===== src/rtl/rdt_pkg.sv =====
package rdt_pkg;

    localparam int CNT_W_DEF   = 16;
    localparam int DATA_W_DEF  = 8;
    localparam int ADDR_W_DEF  = 8;

    // register addresses; the preload bytes occupy consecutive addresses, low byte first
    localparam int ADR_IE      = 2;
    localparam int ADR_PL_BASE = 3;
    localparam int ADR_CTRL    = 9;
    localparam int CTRL_BIT    = 2;

    typedef enum logic [1:0] {
        CLK_DUAL = 2'd0,
        CLK_SLOW = 2'd1,
        CLK_FAST = 2'd2,
        CLK_NONE = 2'd3
    } clk_mode_e;

    typedef struct packed {
        logic cnt_en;
        logic irq_en;
    } tmr_ctrl_t;

    function automatic logic pick_tick(clk_mode_e m, logic slow_t, logic fast_t);
        case (m)
            CLK_DUAL, CLK_SLOW: return slow_t;
            CLK_FAST:           return fast_t;
            default:            return 1'b0;
        endcase
    endfunction

endpackage


===== src/rtl/rdt_regs.sv =====
module rdt_regs
    import rdt_pkg::*;
#(
    parameter int ADDR_W = ADDR_W_DEF,
    parameter int DATA_W = DATA_W_DEF,
    parameter int CNT_W  = CNT_W_DEF
) (
    input  logic              clk,
    input  logic              rst,
    input  logic [ADDR_W-1:0] addr,
    input  logic              wr_en,
    input  logic [DATA_W-1:0] wdata,
    output logic [DATA_W-1:0] rdata,
    output tmr_ctrl_t         ctrl,
    output logic [CNT_W-1:0]  preload
);
    localparam int NBYTES = CNT_W / DATA_W;

    tmr_ctrl_t ctrl_q;

    always_ff @(posedge clk) begin
        if (rst) begin
            ctrl_q <= '0;
        end else if (wr_en) begin
            if (addr == ADDR_W'(ADR_CTRL)) ctrl_q.cnt_en <= wdata[CTRL_BIT];
            if (addr == ADDR_W'(ADR_IE))   ctrl_q.irq_en <= wdata[CTRL_BIT];
        end
    end

    genvar i;
    generate
        for (i = 0; i < NBYTES; i++) begin : g_pl
            logic [DATA_W-1:0] byte_q;
            always_ff @(posedge clk) begin
                if (rst)
                    byte_q <= '0;
                else if (wr_en && addr == ADDR_W'(ADR_PL_BASE + i))
                    byte_q <= wdata;
            end
            assign preload[i*DATA_W +: DATA_W] = byte_q;
        end
    endgenerate

    // preload bytes are write-only and fall through to zero
    always_comb begin
        rdata = '0;
        if (addr == ADDR_W'(ADR_IE))   rdata[CTRL_BIT] = ctrl_q.irq_en;
        if (addr == ADDR_W'(ADR_CTRL)) rdata[CTRL_BIT] = ctrl_q.cnt_en;
    end

    assign ctrl = ctrl_q;

    // a write to the control address lands in the enable bit at the next edge
    a_r2_ctrl_write: assert property (@(posedge clk) disable iff (rst)
        (wr_en && addr == ADDR_W'(ADR_CTRL)) |=> (ctrl.cnt_en == $past(wdata[CTRL_BIT])));

    // no write, no change of the enables
    a_r2_ctrl_stable: assert property (@(posedge clk) disable iff (rst)
        !wr_en |=> $stable(ctrl));

endmodule


===== src/rtl/rdt_tick_sel.sv =====
module rdt_tick_sel
    import rdt_pkg::*;
(
    input  logic [1:0] mode,
    input  logic       slow_tick,
    input  logic       fast_tick,
    output logic       tick
);
    always_comb begin
        tick = pick_tick(clk_mode_e'(mode), slow_tick, fast_tick);
    end

    // the reserved mode never passes a tick
    always_comb begin
        if (mode == 2'd3) a_r7_none_mode: assert (!tick);
    end

endmodule


===== src/rtl/rdt_counter.sv =====
module rdt_counter #(
    parameter int CNT_W = rdt_pkg::CNT_W_DEF
) (
    input  logic             clk,
    input  logic             rst,
    input  logic             en,
    input  logic             tick,
    input  logic [CNT_W-1:0] preload,
    output logic [CNT_W-1:0] count,
    output logic             underflow
);
    logic step;

    assign step      = en && tick;
    assign underflow = step && (count == '0);

    always_ff @(posedge clk) begin
        if (rst)
            count <= '0;
        else if (step)
            count <= (count == '0) ? preload : count - 1'b1;
    end

    // nonzero count steps down by one
    a_r4_decrement: assert property (@(posedge clk) disable iff (rst)
        (step && count != '0) |=> (count == $past(count) - 1'b1));

    // the wrap loads the preload value, never FFFFh by default
    a_r5_reload: assert property (@(posedge clk) disable iff (rst)
        (step && count == '0) |=> (count == $past(preload)));

    // idle means hold
    a_r8_hold: assert property (@(posedge clk) disable iff (rst)
        !step |=> $stable(count));

endmodule


===== src/rtl/rdt_timer.sv =====
module rdt_timer
    import rdt_pkg::*;
#(
    parameter int ADDR_W = ADDR_W_DEF,
    parameter int DATA_W = DATA_W_DEF,
    parameter int CNT_W  = CNT_W_DEF
) (
    input  logic              clk,
    input  logic              rst,
    input  logic [ADDR_W-1:0] bus_addr,
    input  logic              bus_wr,
    input  logic [DATA_W-1:0] bus_wdata,
    output logic [DATA_W-1:0] bus_rdata,
    input  logic [1:0]        clk_mode,
    input  logic              slow_tick,
    input  logic              fast_tick,
    input  logic              irq_clear,
    output logic              irq_pending,
    output logic [CNT_W-1:0]  count_value
);
    tmr_ctrl_t        ctrl;
    logic [CNT_W-1:0] preload;
    logic             tick;
    logic             underflow;
    logic             irq_set;
    logic             pend_q;

    rdt_regs #(.ADDR_W(ADDR_W), .DATA_W(DATA_W), .CNT_W(CNT_W)) u_regs (
        .clk     (clk),
        .rst     (rst),
        .addr    (bus_addr),
        .wr_en   (bus_wr),
        .wdata   (bus_wdata),
        .rdata   (bus_rdata),
        .ctrl    (ctrl),
        .preload (preload)
    );

    rdt_tick_sel u_tick (
        .mode      (clk_mode),
        .slow_tick (slow_tick),
        .fast_tick (fast_tick),
        .tick      (tick)
    );

    rdt_counter #(.CNT_W(CNT_W)) u_cnt (
        .clk       (clk),
        .rst       (rst),
        .en        (ctrl.cnt_en),
        .tick      (tick),
        .preload   (preload),
        .count     (count_value),
        .underflow (underflow)
    );

    assign irq_set = underflow && ctrl.irq_en;

    // set has priority over clear
    always_ff @(posedge clk) begin
        if (rst)            pend_q <= 1'b0;
        else if (irq_set)   pend_q <= 1'b1;
        else if (irq_clear) pend_q <= 1'b0;
    end

    assign irq_pending = pend_q;

    // an enabled underflow always leaves the flag set
    a_r10_set: assert property (@(posedge clk) disable iff (rst)
        irq_set |=> irq_pending);

    // the flag never rises without an enabled underflow
    a_r10_no_spurious: assert property (@(posedge clk) disable iff (rst)
        (!irq_pending && !(underflow && ctrl.irq_en)) |=> !irq_pending);

    // clear drops the flag unless a set competes
    a_r11_clear: assert property (@(posedge clk) disable iff (rst)
        (irq_clear && !(underflow && ctrl.irq_en)) |=> !irq_pending);

endmodule


===== config.mk =====
export PLATFORM = sky130hd
export DESIGN_NAME = rdt_timer
export DESIGN_NICKNAME = d
export VERILOG_FILES = /design/src/rtl/rdt_pkg.sv /design/src/rtl/rdt_regs.sv /design/src/rtl/rdt_tick_sel.sv /design/src/rtl/rdt_counter.sv /design/src/rtl/rdt_timer.sv
export SDC_FILE = /design/constraint.sdc
export NUM_CORES = 1
export LEC_CHECK = 0
export BUFFER_PORTS_ARGS = -buffer_cell sky130_fd_sc_hd__buf_2
export CORE_ASPECT_RATIO = 1.5
export CORE_MARGIN = 1.5
export CORE_UTILIZATION = 53
export CTS_BUF_LIST = sky130_fd_sc_hd__clkbuf_8
export DETAILED_ROUTE_END_ITERATION = 12
export PLACE_DENSITY = 0.8
export SETUP_SLACK_MARGIN = 0.15
export SYNTH_ARGS = -nofsm -noshare
export SYNTH_HDL_FRONTEND = slang
export SYNTH_SLANG_ARGS = --single-unit

===== constraint.sdc =====
create_clock -name clk -period 2.38 [get_ports clk]
set_input_delay 0.238 -clock clk [delete_from_list [all_inputs] [get_ports clk]]
set_output_delay 0.238 -clock clk [all_outputs]
set_load 0.02 [all_outputs]

# Yosys cells after proc, flatten, opt, wreduce, memory -nomap -nowiden
# Cells that the tools add are included.
# op_classes
n_eq_ne	6
add_sub_neg	1
muxes	6
n_reduce_logical	11
# op_table
op	count
$eq 8x2->1 const B	2
$logic_not 16->1	1
$mux 16	1
$sub 16x1->16 const B	1
$eq 8x3->1 const B	1
$eq 8x4->1 const B	1
$logic_and 1x1->1	5
$mux 1	4
$reduce_and 2->1	2
$eq 2x1->1 const B	1
$eq 2x2->1 const B	1
$logic_not 2->1	1
$pmux 1 s2	1
$reduce_bool 2->1	1
$reduce_or 2->1	1
# word_totals
regBits	35
word_cells	30
out_inout_bits	25
input_bits	24

# Logic depth before layout (Yosys ltp)
# Gate-level depths: netlist of run 1.
# logic_depth
ltp_word	7
ltp_mapped	7

# Cells and area by module
# From an unflattened synthesis of run 1, not the netlist that was laid out.
# hier_totals
cells_unflattened	215
hier_area_um2	1998.2
# modules_own_cells
module	area_each_um2	cells_per_inst	instances
rdt_counter	1038.5	121	1
rdt_regs	904.6	87	1
rdt_timer	38.8	4	1
rdt_tick_sel	16.3	3	1

# Least setup slack after synthesis of run 1
# OpenSTA, ideal clock, no wires.
# synth_timing
path_kind	register to register
startpoint	reg u_cnt.count[8]
endpoint	reg u_cnt.count[5]
t_arrival_ps	2039
slack_ps	267
stages_incl_launch_ff	7
t_required_ps	2306
path_cell_list	dfxtp_1 > or4_1 > buf_2 > or4_4 > buf_6 > a2bb2oi_1 > a31oi_1
# synth_between
elab_chain_cells	2
# synth_rtl
item	line_no	source
from (decl)	rdt_counter.sv:9	output logic [CNT_W-1:0] count,
from (signal assigned)	rdt_counter.sv:21	count <= (count == '0) ? preload : count - 1'b1;
$logic_not 16->1	rdt_counter.sv:21	
$mux 16	rdt_counter.sv:21	
# No other way between the ends.
# A chain may end at the register's enable or synchronous reset.

# Worst setup path in the final report of run 1
# layout_timing
startpoint	reg u_cnt.count[9]
endpoint	reg u_cnt.count[5]
# Same word-level chain as after synthesis.

==> results of run 1 <==
[worst max-delay path, stage by stage (launching register included)]
cell,delay (ps)
dfxtp_1,360
or4_1,650
or4_4,650
a2bb2oi_1,170
a31oi_1,210
[registers in the layout, summed over array words and instances (netlist names)]
register	flops
u_cnt.count	16
u_regs.g_pl.byte_q	16
u_regs.ctrl	2
irq_pending	1
[metrics by stage]
step	cells	area (sq um)	util	total power, W	worst slack (ps)
after floorplan	221	1910	-	0.000637	267
after global placement	290	2100	0.616	0.000654	345
after detailed placement	290	2100	0.616	0.000654	278
after CTS	298	2240	0.655	0.00128	243
after global routing	298	2240	0.655	0.00131	163
final	298	2240	0.655	0.00127	248
[report_power, final]
part	switching (W)	internal, W
sequential	0.000000318	0.000586
clock	0.000219	0.000414
combinational	0.0000358	0.0000190
total	0.000255	0.00102
[routing by layer]
metal	track usage	vias to the layer above
li1	-	873
met1	0.312	844
met2	0.465	79
met3	0.0490	20
met4	0.166	0
met5	0	-
[cell families (layout without fill, tap and decap cells)]
logic type / count (synthesis) / in the layout
buffers and inverters: 28 / 63
muxes: 27 / 27
AOI/OAI and AO/OA: 46 / 46
and+or+nand+nor: 76 / 76
other: 1 / 7
adders and majority gates: 2 / 2
DFF: 35 / 35
[final cells by class]
class	instances	area, sq um	area share
multi-input cells	158	1070	0.479
flip-flops and latches	35	701	0.313
repair buffers	47	250	0.112
clock buffers	5	68.8	0.0308
clock inverters	3	63.8	0.0285
well taps	42	52.6	0.0235
inverters	8	30.0	0.0134
[path summary, 6_finish.rpt]
check	from	to	slack, ps	cells past startpoint
worst max-delay path	u_cnt.count[9]	u_cnt.count[5]	250	4
worst min-delay path	bus_wdata[5]	u_regs.g_pl[1].byte_q[5]	190	3
worst max register to register	u_cnt.count[9]	u_cnt.count[5]	250	4
worst min register to register	irq_pending	irq_pending	470	2
[repair_timing]
action                     4_1_cts  5_1_grt
setup endpoints to repair        0        2
gates resized for setup          0        1
buffers inserted                 0        0
[synth_stat cells, types with 3 or more instances]
cell type   n
or4_1       7
inv_1       8
nor4_1      6
nand3_1     5
clkbuf_1   10
nand2_1     6
buf_4       7
o21ai_0    12
mux2i_1    27
o22ai_1     4
o211ai_1    3
o41ai_1     5
nor2_1     28
a21oi_1     7
nor3_1      3
dfxtp_1    35
nand4_1     3
==> summary.txt, run 1 <==
DRT met1 WL -> 1.93 mm
Worst-path clk slew -> 70 ps
Count of cell types in the netlist -> 48
Most frequent cells in the layout -> 41 x buf_2, 35 x dfxtp_1, 28 x nor2_1
CP endpoint kind -> flip-flop
DR top layer -> met4
CTS tree -> done
Worst min path class -> in -> reg
Clock Tree Root -> clkbuf_8
Via count -> 1816
Starting Density -> 0.553
P&R area growth vs syn -> 18.4%
NumNets Final -> 281
Yosys warnings -> 0
TritonCTS Buffers -> 5
Routability cong. -> 0.958
Clk_lat worst skew -> 290 ps
Hold Buf Count CTS -> 0
Yosys top cell by area -> dfxtp_1
Die Area -> 3940 sq um
Max Buffers Root-to-Sink -> 2
CP arrival -> 2340 ps
Synthesized flop and latch total -> 35
Yosys top cell area share -> 0.371
Number of global-route vias before repair -> 1728
Routed WL per cell -> 16.4 um
Adder-Cell Fraction of Synth Area -> 0.0132
Worst-margin pin slew -> 596 ps
Met3 WL -> 269 um
Fmax achieved -> 469 MHz
Largest family of logic cells by synthesized area -> simple AND/OR/NAND/NOR gates
Fillers -> 310
Slew margin rel. -> 0.603
Max-cap violations -> 0
Area contributors post-synth -> dfxtp_1 37%, mux2i_1 14%, nor2_1 5.6%, o21ai_0 3.2%, buf_4 2.8%
Detailed placement HPWL -> 3.62 mm
RSZ-0062 raised after global routing -> false
Fraction of the mapped netlist area in simple logic gates -> 0.231
Detailed Route WL -> 4.89 mm
Inserted Diodes -> 0
Final setup viols -> 0
Placeable Area -> 3420 sq um
DRT antenna net count -> 0
Fraction of layout instances using a drive strength above 1 -> 0.234
GRT Total Usage -> 0.276
PD cells -> 570 nW/um^2
Post-synth EDFFs -> 0
# clock sinks -> 35
DR pass1 iterations -> 4
Largest net degree at the start of global routing -> 34
Req. time, crit path -> 2590 ps
Commonest non-fill, non-tap cell in the layout -> buf_2
Port buffer count -> 41
Fin crit share -> 0.896
Ys async rst share -> 0
Die Y -> 76.1 um
Xor/xnor share of the synthesized area -> 0
Seq/Total Area, Yosys -> 0.371
Final Hold Fails -> 0
Die Width -> 51.8 um
Max rail drop VDD -> 0.535 mV
Initial antenna violation count -> 0
First-pass GRT wire length -> 8.11 mm
CP startpoint kind -> flip-flop
Critical setup path kind -> reg -> reg
GR Overflow Total -> 0
DRT iter0 DRCs -> 59
Pleak -> 0.892 nW
Max FO, Critical Path -> 7
Number of H-tree levels -> 2
Syn_area_per_cell -> 8.79 sq um
Cell count after synthesis -> 215
DR DRC count -> 0
Worst hold-check slack -> 194 ps
Setup TNS -> 0 ps
Placement Rows -> 26
I/O pin total -> 49
Fin. max-slew vios -> 0
Complex-gate fraction of the synthesized area -> 0.166
Main synth FF type -> dfxtp_1
Post-synthesis mux area share -> 0.143
Metal2 WL -> 2.44 mm
Mapped Area -> 1890 sq um
Max Clock Skew -> 8.54 ps
Via density -> 6.09
Min Clock Period, post-route -> 2130 ps
Outcome -> completed
Power figures use the tool's default switching activity.
==> run 2, diff against run 1 <==
--- a/config.mk
+++ b/config.mk
@@ -6,10 +6,11 @@
 export NUM_CORES = 1
 export LEC_CHECK = 0
 export BUFFER_PORTS_ARGS = -buffer_cell sky130_fd_sc_hd__buf_2
-export CORE_ASPECT_RATIO = 1.5
+export CORE_ASPECT_RATIO = 0.75
 export CORE_MARGIN = 1.5
 export CORE_UTILIZATION = 53
 export CTS_BUF_LIST = sky130_fd_sc_hd__clkbuf_8
+export CTS_CLUSTER_SIZE = 8
 export DETAILED_ROUTE_END_ITERATION = 12
 export PLACE_DENSITY = 0.8
 export SETUP_SLACK_MARGIN = 0.15
==> summary.txt, run 2 (synthesis results as in run 1) <==
Crit path from -> u_cnt.count[0]
RSZ-0062 raised after global routing -> false
Most frequent cells in the layout -> 41 x buf_2, 35 x dfxtp_1, 28 x nor2_1
Clk_lat worst skew -> 290 ps
Max FO, Critical Path -> 7
Setup TNS -> 0 ps
Final Hold Fails -> 0
Fin. max-slew vios -> 0
CP endpoint kind -> flip-flop
Hold path cells -> 3
Met1 global-route usage -> 0.369
Commonest non-fill, non-tap cell in the layout -> buf_2
Critical setup path kind -> reg -> reg
Fin crit share -> 0.888
Post-placement setup slack -> 304 ps
Worst Hold Launch -> bus_wdata[7]
# clock sinks -> 35
Fmax achieved -> 473 MHz
Die Width -> 71.9 um
Slew margin rel. -> 0.606
DR DRC count -> 0
Detailed placement HPWL -> 3.47 mm
DRT antenna net count -> 0
Worst-margin pin slew -> 591 ps
CP arrival -> 2320 ps
Max rail drop VDD -> 0.403 mV
P&R area growth vs syn -> 19.1%
Initial antenna violation count -> 0
TritonCTS Buffers -> 5
Post-CTS Resized -> 0
Req. time, crit path -> 2590 ps
Fraction of layout instances using a drive strength above 1 -> 0.240
GR Overflow Total -> 0
Met3 Use GR -> 0.0516
Routability cong. -> 0.855
Max-cap violations -> 0
# Post-CTS Setup Buffers -> 0
NumNets Final -> 283
Die Area -> 3940 sq um
Number of global-route vias before repair -> 1513
Worst R2R Setup Slack -> 270 ps
Die Y -> 54.7 um
Max Clock Skew -> 5.51 ps
CTS tree -> done
Outcome -> completed
Port buffer count -> 41
Starting Density -> 0.563
Placement Rows -> 18
Worst min path class -> in -> reg
Max Buffers Root-to-Sink -> 2
Number of H-tree levels -> 2
Placeable Area -> 3360 sq um
RR Startpoint -> u_cnt.count[0]
Worst-path clk slew -> 70 ps
Hold Buf Count CTS -> 0
Met2 usage -> 0.395
DR pass1 iterations -> 5
Clock Tree Root -> clkbuf_8
Inserted Diodes -> 0
DRT iter0 DRCs -> 163
Worst hold-check slack -> 203 ps
Largest net degree at the start of global routing -> 34
Detailed Route WL -> 4.99 mm
I/O pin total -> 49
Via count -> 1857
Min Clock Period, post-route -> 2110 ps
Busiest metal layer after global routing -> met2
Final worst slack -> 266 ps
Pleak -> 0.901 nW
Via density -> 6.23
CP startpoint kind -> flip-flop
First-pass GRT wire length -> 7.53 mm
Worst reg2reg path depth -> 6
Routed WL per cell -> 16.8 um
Final setup viols -> 0
GRT Total Usage -> 0.258
PD cells -> 567 nW/um^2
run 2: worst max-delay path: stages (launching register included):
cell and delay (ps):
dfxtp_1 340, inv_1 120, ha_1 170, or3b_2 480
or4_4 570, a2bb2oi_1 170, a31oi_1 180
run 2: cell type report:
cell class / count / area (sq um)
multi-input combinational: 158 / 1070
clock buffer: 5 / 68.8
tap: 40 / 50.0
fill: 282 / 1110
sequential: 35 / 701
inverter: 8 / 30.0
clock inverter: 3 / 63.8
timing repair buffer: 49 / 265
run 2: report_power, final:
| part | internal (W) | switching, W | leakage (nW) |
|---|---|---|---|
| combinational | 0.0000191 | 0.0000368 | 0.550 |
| clock | 0.000414 | 0.000218 | 0.0695 |
| sequential | 0.000586 | 0.000000353 | 0.282 |
run 2: worst paths after layout:
kind / endpoint
min: u_regs.g_pl[0].byte_q[7]
min reg2reg: u_regs.g_pl[0].byte_q[6]
max: u_cnt.count[5]
max reg2reg: u_cnt.count[5]
run 2: metal layers:
layer / vias up / share of wire
met5: - / 0
met2: 99 / 0.44
met3: 12 / 0.076
li1: 873 / -
met1: 873 / 0.47
met4: 0 / 0.015
run 2: per-stage QoR:
stage	utilization	instance area [sq um]	total power, W	instances
final	0.670	2250	0.00127	298
after global routing	0.670	2250	0.00130	298
after CTS	0.670	2250	0.00127	298
after detailed placement	0.631	2120	0.000654	290
after global placement	0.631	2120	0.000654	290
after floorplan	-	1910	0.000637	221
==> run 3, diff against run 2 <==
--- a/config.mk
+++ b/config.mk
@@ -8,11 +8,11 @@
 export BUFFER_PORTS_ARGS = -buffer_cell sky130_fd_sc_hd__buf_2
 export CORE_ASPECT_RATIO = 0.75
 export CORE_MARGIN = 1.5
-export CORE_UTILIZATION = 53
+export CORE_UTILIZATION = 54
 export CTS_BUF_LIST = sky130_fd_sc_hd__clkbuf_8
 export CTS_CLUSTER_SIZE = 8
 export DETAILED_ROUTE_END_ITERATION = 12
-export PLACE_DENSITY = 0.8
+export PLACE_DENSITY = 0.81
 export SETUP_SLACK_MARGIN = 0.15
 export SYNTH_ARGS = -nofsm -noshare
 export SYNTH_HDL_FRONTEND = slang
==> summary.txt, run 3 (synthesis results as in run 1) <==
Max Buffers Root-to-Sink -> 2
First-pass GRT wire length -> 7.61 mm
Placed inst area -> 2110 sq um
Die Width -> 71.3 um
DR DRC count -> 0
FF/Latch Area -> 701 sq um
CP arrival -> 2260 ps
Area taken by multi-input logic gates -> 1070 sq um
Die Area -> 3870 sq um
Initial antenna violation count -> 0
Min Clock Period, post-route -> 2100 ps
# clock sinks -> 35
Via density -> 6.07
Placeable Area -> 3310 sq um
Req. time, crit path -> 2540 ps
Slew margin rel. -> 0.613
Via count -> 1804
GR Overflow Total -> 0
Number of H-tree levels -> 2
Max FO, Critical Path -> 7
RSZ-0062 raised after global routing -> false
Critical setup path kind -> reg -> reg
Delay-heaviest family, CP -> simple AND/OR/NAND/NOR gates
Clock Tree Root -> clkbuf_8
Fin. max-slew vios -> 0
Fin crit share -> 0.882
Max Clock Skew -> 4.81 ps
Clk_lat worst skew -> 300 ps
PD cells -> 499 nW/um^2
TritonCTS Buffers -> 5
Worst-margin pin slew -> 581 ps
Routability cong. -> 0.936
DR pass1 iterations -> 5
Setup TNS -> 0 ps
Most frequent cells in the layout -> 41 x buf_2, 35 x dfxtp_1, 28 x nor2_1
Slowest cell on the critical path -> or4_4
Worst min path class -> in -> reg
Fin area -> 2210 sq um
Commonest non-fill, non-tap cell in the layout -> buf_2
Worst path cell trace -> inv_1 > ha_1 > or3b_2 > or4_4 > mux2i_1 > o22ai_1
DRT antenna net count -> 0
Routed WL per cell -> 16.1 um
Worst-path clk slew -> 70 ps
Detailed placement HPWL -> 3.51 mm
GRT Total Usage -> 0.262
Final setup viols -> 0
Max-cap violations -> 0
Placement Rows -> 18
P&R area growth vs syn -> 17.1%
Detailed Route WL -> 4.79 mm
Inserted Diodes -> 0
Starting Density -> 0.571
Fillers -> 291
CP startpoint kind -> flip-flop
Fraction of layout instances using a drive strength above 1 -> 0.245
Hold Buf Count CTS -> 0
Pleak -> 0.872 nW
NumNets Final -> 282
CP bufs+invs -> 1
Crit-path max cell delay -> 570 ps
Fmax achieved -> 476 MHz
I/O pin total -> 49
Die Y -> 54.2 um
Port buffer count -> 41
CTS tree -> done
CP endpoint kind -> flip-flop
Max rail drop VDD -> 0.534 mV
DRT iter0 DRCs -> 159
Final Hold Fails -> 0
Number of global-route vias before repair -> 1564
Largest net degree at the start of global routing -> 34
Outcome -> completed
[run 3: cell types whose count changed in the layout (fill, tap and decap cells not counted)]
cell	change
bufinv_16	-2
clkinvlp_4	+1
or4_4	+1
o21ai_1	-1
or4_1	-1
clkbuf_8	+1
buf_4	-1
o21ai_0	+1
clkinv_4	+1
inv_1	-1
[run 3: tightest hold or removal path, cell delays in order]
cell and delay [ps]:
buf_2 90, mux2i_1 60, nor2_1 70
[run 3: metal layers]
| metal | global-route usage | up-vias | part of all wire |
|---|---|---|---|
| li1 | - | 876 | - |
| met1 | 0.378 | 821 | 0.47 |
| met2 | 0.394 | 102 | 0.42 |
| met3 | 0.0552 | 5 | 0.10 |
| met4 | 0.0881 | 0 | 0.0092 |
| met5 | 0 | - | 0 |
[run 3: final timing paths]
check / endpoint / slack (ps) / cells after the start / start
setup / recovery: u_cnt.count[3] / 280 / 6 / u_cnt.count[0]
hold / removal: u_regs.g_pl[1].byte_q[7] / 190 / 3 / bus_wdata[7]
setup reg to reg: u_cnt.count[3] / 280 / 6 / u_cnt.count[0]
hold reg to reg: irq_pending / 480 / 2 / irq_pending
[run 3: repair_timing]
action,4_1_cts,5_1_grt
buffers inserted,0,0
gates resized for setup,0,1
endpoints found under the setup margin,0,2
[run 3: where the power goes]
group          total (W)  internal, W  switching (W)  leakage (nW)
registers       0.000586     0.000586    0.000000349         0.282
clock network   0.000462     0.000236       0.000226        0.0474
logic          0.0000549    0.0000190      0.0000359         0.543
[run 3: through the flow]
step / instances / power (W) / utilization / hold slack, ps / worst slack [ps]
finish: 297 / 0.00110 / 0.668 / 194 / 281
global route: 297 / 0.00114 / 0.668 / 190 / 155
CTS: 297 / 0.00111 / 0.667 / 187 / 276
detailed placement: 289 / 0.000654 / 0.637 / 467 / 284
global placement: 289 / 0.000653 / 0.637 / 456 / 324
floorplan: 221 / 0.000637 / - / 385 / 267
[run 3: layout make-up]
| type | instances | share of cell area |
|---|---|---|
| clock buffers | 6 | 0.0373 |
| clock inverters | 2 | 0.00735 |
| inverters | 8 | 0.0136 |
| multi-input cells | 158 | 0.486 |
| flip-flops and latches | 35 | 0.317 |
| well taps | 40 | 0.0226 |
| repair buffers | 48 | 0.117 |
